## src/rtl/flush_pkg.sv

```systemverilog
package flush_pkg;

  typedef enum logic [2:0] {
    S_IDLE,
    S_PROBE,
    S_CHECK,
    S_FETCH,
    S_LOAD,
    S_SEND,
    S_WIPE,
    S_FIN
  } sweep_state_e;

endpackage

```

## src/rtl/flush_rst_sync.sv

```systemverilog
module flush_rst_sync (
  input  logic clk,
  input  logic arst_n,
  output logic srst_n
);

  logic meta_q;
  logic hold_q;

  always_ff @(posedge clk or negedge arst_n) begin
    if (!arst_n) begin
      meta_q <= 1'b0;
      hold_q <= 1'b0;
    end else begin
      meta_q <= 1'b1;
      hold_q <= meta_q;
    end
  end

  assign srst_n = hold_q;

endmodule

```

## src/rtl/flush_scan_ptr.sv

```systemverilog
module flush_scan_ptr #(
  parameter int SET_W = 9,
  parameter int WAY_W = 1
) (
  input  logic             clk,
  input  logic             rst_n,
  input  logic             clr,
  input  logic             step,
  output logic [SET_W-1:0] set_o,
  output logic [WAY_W-1:0] way_o,
  output logic             last_o
);

  localparam int IDX_W = SET_W + WAY_W;

  // Way bits sit below set bits, so a plain increment walks set-major.
  logic [IDX_W-1:0] idx_q;
  logic [IDX_W-1:0] idx_d;
  logic             idx_en;

  always_comb begin
    idx_en = clr | step;
    idx_d  = clr ? '0 : idx_q + 1'b1;
  end

  always_ff @(posedge clk or negedge rst_n) begin
    if (!rst_n) begin
      idx_q <= '0;
    end else if (idx_en) begin
      idx_q <= idx_d;
    end
  end

  assign set_o  = idx_q[IDX_W-1:WAY_W];
  assign way_o  = idx_q[WAY_W-1:0];
  assign last_o = &idx_q;

endmodule

```

## src/rtl/flush_beat_ctr.sv

```systemverilog
module flush_beat_ctr #(
  parameter int BEAT_W = 4
) (
  input  logic              clk,
  input  logic              rst_n,
  input  logic              clr,
  input  logic              step,
  output logic [BEAT_W-1:0] beat_o,
  output logic              last_o
);

  logic [BEAT_W-1:0] beat_q;
  logic [BEAT_W-1:0] beat_d;
  logic              beat_en;

  always_comb begin
    beat_en = clr | step;
    beat_d  = clr ? '0 : beat_q + 1'b1;
  end

  always_ff @(posedge clk or negedge rst_n) begin
    if (!rst_n) begin
      beat_q <= '0;
    end else if (beat_en) begin
      beat_q <= beat_d;
    end
  end

  assign beat_o = beat_q;
  assign last_o = &beat_q;

endmodule

```

## src/rtl/flush_addr_gen.sv

```systemverilog
module flush_addr_gen #(
  parameter int ADDR_W = 32,
  parameter int SET_W  = 9,
  parameter int LINE_W = 6,
  parameter int DATA_W = 32
) (
  input  logic [ADDR_W-SET_W-LINE_W-1:0]        tag_i,
  input  logic [SET_W-1:0]                      set_i,
  input  logic [LINE_W-$clog2(DATA_W/8)-1:0]    beat_i,
  output logic [ADDR_W-1:0]                     addr_o
);

  localparam int BYTE_W = $clog2(DATA_W / 8);

  always_comb begin
    addr_o = {tag_i, set_i, beat_i, {BYTE_W{1'b0}}};
  end

endmodule

```

## src/rtl/flush_sweeper.sv

```systemverilog
module flush_sweeper #(
  parameter int ADDR_W = 32,
  parameter int SET_W  = 9,
  parameter int WAY_W  = 1,
  parameter int LINE_W = 6,
  parameter int DATA_W = 32,
  localparam int BYTE_W = $clog2(DATA_W / 8),
  localparam int BEAT_W = LINE_W - BYTE_W,
  localparam int TAG_W  = ADDR_W - SET_W - LINE_W
) (
  input  logic              clk,
  input  logic              rst_n,
  input  logic              start_i,
  input  logic              wb_mode_i,
  output logic              busy_o,
  output logic              done_o,
  output logic [SET_W-1:0]  cur_set_o,
  output logic [WAY_W-1:0]  cur_way_o,
  output logic [BEAT_W-1:0] cur_word_o,
  output logic              meta_rd_o,
  input  logic              meta_dirty_i,
  input  logic [TAG_W-1:0]  meta_tag_i,
  output logic              meta_clr_o,
  output logic              line_rd_o,
  input  logic [DATA_W-1:0] line_data_i,
  output logic              mw_valid_o,
  input  logic              mw_ready_i,
  output logic [ADDR_W-1:0] mw_addr_o,
  output logic [DATA_W-1:0] mw_data_o,
  output logic              wipe_o
);

  import flush_pkg::*;

  logic srst_n;

  sweep_state_e st_q, st_d;
  logic              mode_q;
  logic              mode_en;
  logic [TAG_W-1:0]  tag_q;
  logic              tag_en;
  logic [DATA_W-1:0] wdata_q;
  logic              load_en;

  logic scan_clr, scan_step, scan_last;
  logic beat_clr, beat_step, beat_last;

  flush_rst_sync u_rst (
    .clk    (clk),
    .arst_n (rst_n),
    .srst_n (srst_n)
  );

  flush_scan_ptr #(
    .SET_W (SET_W),
    .WAY_W (WAY_W)
  ) u_scan (
    .clk    (clk),
    .rst_n  (srst_n),
    .clr    (scan_clr),
    .step   (scan_step),
    .set_o  (cur_set_o),
    .way_o  (cur_way_o),
    .last_o (scan_last)
  );

  flush_beat_ctr #(
    .BEAT_W (BEAT_W)
  ) u_beat (
    .clk    (clk),
    .rst_n  (srst_n),
    .clr    (beat_clr),
    .step   (beat_step),
    .beat_o (cur_word_o),
    .last_o (beat_last)
  );

  flush_addr_gen #(
    .ADDR_W (ADDR_W),
    .SET_W  (SET_W),
    .LINE_W (LINE_W),
    .DATA_W (DATA_W)
  ) u_addr (
    .tag_i  (tag_q),
    .set_i  (cur_set_o),
    .beat_i (cur_word_o),
    .addr_o (mw_addr_o)
  );

  // Next-state and output decode
  always_comb begin
    st_d       = st_q;
    mode_en    = 1'b0;
    tag_en     = 1'b0;
    load_en    = 1'b0;
    scan_clr   = 1'b0;
    scan_step  = 1'b0;
    beat_clr   = 1'b0;
    beat_step  = 1'b0;
    meta_rd_o  = 1'b0;
    meta_clr_o = 1'b0;
    line_rd_o  = 1'b0;
    mw_valid_o = 1'b0;
    wipe_o     = 1'b0;
    done_o     = 1'b0;
    unique case (st_q)
      S_IDLE: begin
        if (start_i) begin
          mode_en  = 1'b1;
          scan_clr = 1'b1;
          st_d     = S_PROBE;
        end
      end
      S_PROBE: begin
        meta_rd_o = 1'b1;
        st_d      = S_CHECK;
      end
      S_CHECK: begin
        if (meta_dirty_i) begin
          meta_clr_o = 1'b1;
          tag_en     = 1'b1;
        end
        if (meta_dirty_i && mode_q) begin
          beat_clr = 1'b1;
          st_d     = S_FETCH;
        end else if (scan_last) begin
          st_d = S_WIPE;
        end else begin
          scan_step = 1'b1;
          st_d      = S_PROBE;
        end
      end
      S_FETCH: begin
        line_rd_o = 1'b1;
        st_d      = S_LOAD;
      end
      S_LOAD: begin
        load_en = 1'b1;
        st_d    = S_SEND;
      end
      S_SEND: begin
        mw_valid_o = 1'b1;
        if (mw_ready_i) begin
          if (!beat_last) begin
            beat_step = 1'b1;
            st_d      = S_FETCH;
          end else if (scan_last) begin
            st_d = S_WIPE;
          end else begin
            scan_step = 1'b1;
            st_d      = S_PROBE;
          end
        end
      end
      S_WIPE: begin
        wipe_o = 1'b1;
        st_d   = S_FIN;
      end
      S_FIN: begin
        done_o = 1'b1;
        st_d   = S_IDLE;
      end
      default: st_d = S_IDLE;
    endcase
  end

  // State and datapath registers
  always_ff @(posedge clk or negedge srst_n) begin
    if (!srst_n) begin
      st_q <= S_IDLE;
    end else begin
      st_q <= st_d;
    end
  end

  always_ff @(posedge clk or negedge srst_n) begin
    if (!srst_n) begin
      mode_q <= 1'b0;
    end else if (mode_en) begin
      mode_q <= wb_mode_i;
    end
  end

  always_ff @(posedge clk or negedge srst_n) begin
    if (!srst_n) begin
      tag_q <= '0;
    end else if (tag_en) begin
      tag_q <= meta_tag_i;
    end
  end

  always_ff @(posedge clk or negedge srst_n) begin
    if (!srst_n) begin
      wdata_q <= '0;
    end else if (load_en) begin
      wdata_q <= line_data_i;
    end
  end

  assign busy_o    = (st_q != S_IDLE);
  assign mw_data_o = wdata_q;

endmodule

```

## config.mk

```make
export PLATFORM = sky130hd
export DESIGN_NAME = flush_sweeper
export DESIGN_NICKNAME = d
export VERILOG_FILES = /design/src/rtl/flush_pkg.sv /design/src/rtl/flush_rst_sync.sv /design/src/rtl/flush_scan_ptr.sv /design/src/rtl/flush_beat_ctr.sv /design/src/rtl/flush_addr_gen.sv /design/src/rtl/flush_sweeper.sv
export SDC_FILE = /design/constraint.sdc
export NUM_CORES = 1
export LEC_CHECK = 0
export ABC_AREA = 1
export BUFFER_PORTS_ARGS = -buffer_cell sky130_fd_sc_hd__clkbuf_2
export CAP_MARGIN = 30
export CORE_ASPECT_RATIO = 1.1
export CORE_MARGIN = 2
export CORE_UTILIZATION = 43
export DETAILED_ROUTE_END_ITERATION = 7
export MAX_ROUTING_LAYER = met4
export PLACE_DENSITY_LB_ADDON = 0.3
export SLEW_MARGIN = 15
export SYNTH_ARGS = -nofsm -noshare
export SYNTH_HDL_FRONTEND = slang
export SYNTH_SLANG_ARGS = --single-unit
```

## constraint.sdc

```tcl
create_clock -name clk -period 4.94 [get_ports clk]
set_input_delay 0.988 -clock clk [delete_from_list [all_inputs] [get_ports clk]]
set_output_delay 0.988 -clock clk [all_outputs]
set_load 0.02 [all_outputs]
```

======== Word level (Yosys, flattened, before mapping) ========
Index checks and enable logic that the tools add are counted.
storage, ports and cells
  output and inout bits ................... 85
  bits in registers ....................... 69
  word-level logic and storage cells ...... 55
cells by class
  $add $sub $neg .......................... 2
  bitwise logic cells ..................... 2
  equal/unequal tests ..................... 9
  mux-type cells .......................... 28
  reduce and logical (&&, ||, !) cells .... 6
operators by type and width
  cell                                                              count
  3-bit case mux with 8 select lines                                1
  1-bit two-way mux                                                 19
  3-bit two-way mux                                                 5
  3-bit == test (second input constant)                             4
  10-bit by 1-bit adder with 10-bit output (second input constant)  1
  10-bit two-way mux                                                1
  10-bit AND reduction                                              1
  3-bit by 2-bit == test with 1-bit output (second input constant)  2
  4-bit by 1-bit adder with 4-bit output (second input constant)    1
  4-bit two-way mux                                                 1
  2-bit inequality test (second input constant)                     2
  4-bit AND reduction                                               1
  3-bit by 1-bit == test with 1-bit output (second input constant)  1
  3-bit logical NOT                                                 1
  3-bit nonzero test                                                1
  1-bit OR                                                          2
  1-bit case mux with 2 select lines                                1
  2-bit AND reduction                                               1
  1-bit logical AND                                                 1

======== Depth between registers and ports, before layout ========
  word-level depth ........................ 6
  gate-level depth with buffers ........... 9
  mapped depth without buffers ............ 9

======== Cells and area by module ========
A second synthesis with hierarchy kept.
unflattened totals
  cells, all modules ...................... 411
  area total of the unflattened synthesis .. 3343.2 µm²
by module, submodules not included
  module          sequential area each (µm²)  times used  cells each  area each (µm²)
  flush_sweeper   1326.3                      1           270         2252.2
  flush_scan_ptr  250.2                       1           79          581.8
  flush_addr_gen  0.0                         1           33          244.0
  flush_beat_ctr  100.1                       1           26          211.5
  flush_rst_sync  50.0                        1           3           53.8

======== Least setup slack after synthesis ========
Ideal clock, no wire load.
  path type ............................... input -> output
  start ................................... input meta_dirty_i
  end ..................................... output meta_clr_o
  path buffers ............................ 1
  arrival time ............................ 1325 ps
  stages .................................. 3
  setup slack ............................. 2627 ps
  path through ............................ nand2_4 inv_2 buf_6
between the ends
  cells in the longest elaborated chain, start to end .. 2
RTL lines
  item               line                  source
  from (decl)        flush_sweeper.sv:21   input logic meta_dirty_i,
  1-bit two-way mux  flush_sweeper.sv:119  if (meta_dirty_i) begin
  1-bit two-way mux  flush_sweeper.sv:106  unique case (st_q)
  to (decl)          flush_sweeper.sv:23   output logic meta_clr_o,
No other way between the ends.

======== Worst setup path after layout ========
  start ................................... register st_q[2]
  end ..................................... output meta_clr_o
between the ends
  cells in the longest elaborated chain, start to end .. 2
RTL lines
  item                                      line                  source
  from (decl)                               flush_sweeper.sv:37   sweep_state_e st_q, st_d;
  from (signal assigned)                    flush_sweeper.sv:172  st_q <= st_d;
  3-bit by 2-bit == test with 1-bit output  flush_sweeper.sv:106
  1-bit two-way mux                         flush_sweeper.sv:106
No other way between the ends.

==> flow_summary_export.csv <==
group,metric,value,unit
global_route,track_usage,0.172,
place,port_buffers,137,
final_layout,synthToLayoutAreaGrowth,24.6,%
final_layout,final_cell_mix,"clkbuf_2, nand2_1, dfrtp_1",
setup_path,slowest_stage,"dfrtp_1",
final_layout,num_antenna_cells,0,
die,coreArea,0.00739,mm2
place,gp_congestion,0.823,
route,viasPerCell,4.74,
logic_synthesis,netlist_instances,332,
clocking,insertion_delay,330,ps
clocking,path_clk_slew,80,ps
timing,skew,9.18,ps
setup_path,critPathLaunchType,"register",
logic_synthesis,synth_seq_area_share,0.533,
route,postRouteAntennaNets,0,
setup_path,cp.required,3950,ps
global_route,grt_overflow,0,
timing,drv_slew,0,
timing,hold_slack,369,ps
clocking,cts_inserted_buffers,9,
logic_synthesis,yosys.area_share.simple,0.231,
setup_path,critPathCapture,"meta_clr_o",
timing,finalCriticalPeriod,2860,ps
final_layout,post-route-util,0.546,
timing,hold_viol,0,
power_and_ir_drop,leakage,2.25,nW
clocking,postCtsResizedCells,0,
die,io_pins,140,
logic_synthesis,yosys-mux-area-fraction,0.115,
global_route,grt_antenna_before_repair,0,
logic_synthesis,synth_seq_cells,69,
logic_synthesis,synth_area,0.00324,mm2
power_and_ir_drop,power_density,608,mW/mm2
setup_path,worst-path-buf-inv,3,
logic_synthesis,synth_top_cells_by_area,"dfrtp_1, nand2_1, mux2_2",
clocking,cts_buffer_depth,2,
logic_synthesis,synth_top_area_share,0.533,
logic_synthesis,syn_avg_cell_area,9.76,um2
flow_run,max-cap-violations,0,
die,rows,33,
global_route,grt_pass1_wl,10.9,mm
global_route,grt_pass1_vias,2395,
route,drc,0,
logic_synthesis,yosysTopAreaCell,"dfrtp_1",
setup_path,max_stage_delay,400,ps
timing,setup_tns,0,ps
setup_path,cp.arrival,1870,ps
route,routed_wl,6.85,mm
final_layout,final_common_cell,"clkbuf_2",
timing,period_share,0.579,
global_route,grt_max_degree,68,
logic_synthesis,synth.distinct_cells,27,
timing,rsz0062_at_grt,"false",
final_layout,final_net_count,515,
min_path,hold_path.class,"reg -> reg",
route,drtIter0Drc,65,
setup_path,r2r_start,"u_scan.idx_q[0]",
die,start_util,0.438,
logic_synthesis,synthAdderAreaFrac,0.00772,
timing,max_slew_margin,0.446,
logic_synthesis,yosys_warnings,0,
setup_path,path_max_fanout,18,
setup_path,cp.depth,6,
final_layout,drive_gt1_frac,0.438,
final_layout,fill_cells,699,
setup_path,crit_start,"st_q[2]",
timing,clock.fmax,350,MHz
route,wl_per_cell,12.5,um
die,die_h,95.0,um
outcome,status,"completed",
clocking,post-cts-setup-buffers,0,
clocking,cts-htree-levels,3,
clocking,cts_tree,"yes",
die,die_w,86.8,um
setup_path,crit_family,"buffers and inverters",
timing,worst_pin_slew,831,ps
setup_path,crit_chain,"inv_1, nand2_2, nor2_2, nand2_4, inv_2, clkbuf_2",
logic_synthesis,synth_top_family_by_area,"simple AND/OR/NAND/NOR gates",
power_and_ir_drop,vdd_drop_max,279,uV
clocking,hold_buffers,0,
setup_path,reg2reg_depth,8,
setup_path,critPathCaptureType,"output port",
clocking,cts.sinks,69,
logic_synthesis,synth_compound_area_frac,0.00850,
place,dp_hpwl,5.11,mm
setup_path,rrSetupSlack,2940,ps
logic_synthesis,synth-xor-area-share,0.0108,
timing,finalSetupViolCount,0,
route,dr_total_vias,2608,
setup_path,crit_type,"reg -> out",
die,dieArea,0.00824,mm2
clocking,ctsRootBufferMaster,"clkbuf_8",
setup_path,reg2reg_to,"u_scan.idx_q[3]",
route,dr.pass1.iters,5,
cell type report:
| type | instances | area (um2) | share of cell area |
|---|---|---|---|
| Sequential cell | 69 | 1730 | 0.428 |
| Clock buffer | 9 | 124 | 0.0307 |
| Inverter | 28 | 105 | 0.0260 |
| Multi-Input combinational cell | 211 | 1220 | 0.302 |
| Clock inverter | 7 | 51.3 | 0.0127 |
| Tap cell | 87 | 109 | 0.0270 |
| Timing Repair Buffer | 139 | 701 | 0.174 |
worst min path at each step:
stage	from	end	slack (ps)	cells after the start
global route	u_rst.meta_q	u_rst.srst_n	370	0
CTS	u_rst.meta_q	u_rst.srst_n	370	0
finish	u_rst.meta_q	u_rst.srst_n	370	0
detailed placement	u_rst.meta_q	u_rst.srst_n	350	0
floorplan	u_rst.meta_q	u_rst.srst_n	330	0
global placement	u_rst.meta_q	u_rst.srst_n	340	0
synth_stat cells (all sizes together):
library cell / count
o31ai: 1
nor2: 16
nor3: 3
mux2: 33
conb: 2
nand4: 14
inv: 27
clkbuf: 2
xor2: 4
or2: 1
buf: 23
nand2: 104
nand3: 24
clkinv: 1
nand3b: 2
dfrtp: 69
o21ai: 2
a21oi: 2
ha: 2
kinds of logic after synthesis:
kind of cell	after synthesis
fa+ha+maj	2
mux	33
compound gates	5
xor+xnor	4
other cells	2
flops	69
simple gates	164
buf+inv	53
per-layer routing:
metal  global-route usage  vias up  share of wire
met4               0.0586        0          0.012
met1                0.213     1212           0.44
li1                     -     1302              -
met5                    -        -              0
met2                0.286       87           0.49
met3               0.0312        7          0.052
flip-flops by register name (all words and copies together) (netlist names):
signal	cells
mw_data_o	32
u_rst.meta_q	1
st_q	3
u_scan.idx_q	10
u_rst.srst_n	1
tag_q	17
mode_q	1
u_beat.beat_o	4
through the flow:
stage	setup slack, ps	total power [mW]	instances	area (um2)
3_5_place_dp	2200	2.08	534	3860
2_1_floorplan	2630	1.74	333	3240
5_1_grt	1920	2.63	550	4040
3_3_place_gp	2230	2.05	534	3860
6_report	2080	2.45	550	4040
4_1_cts	2040	2.49	550	4040
report_power, final:
group / switching (mW) / internal, mW / total (mW)
combinational: 0.687 / 0.415 / 1.10
clock: 0.219 / 0.183 / 0.402
sequential: 0.149 / 0.801 / 0.950
(Power assumes the default switching activity.)
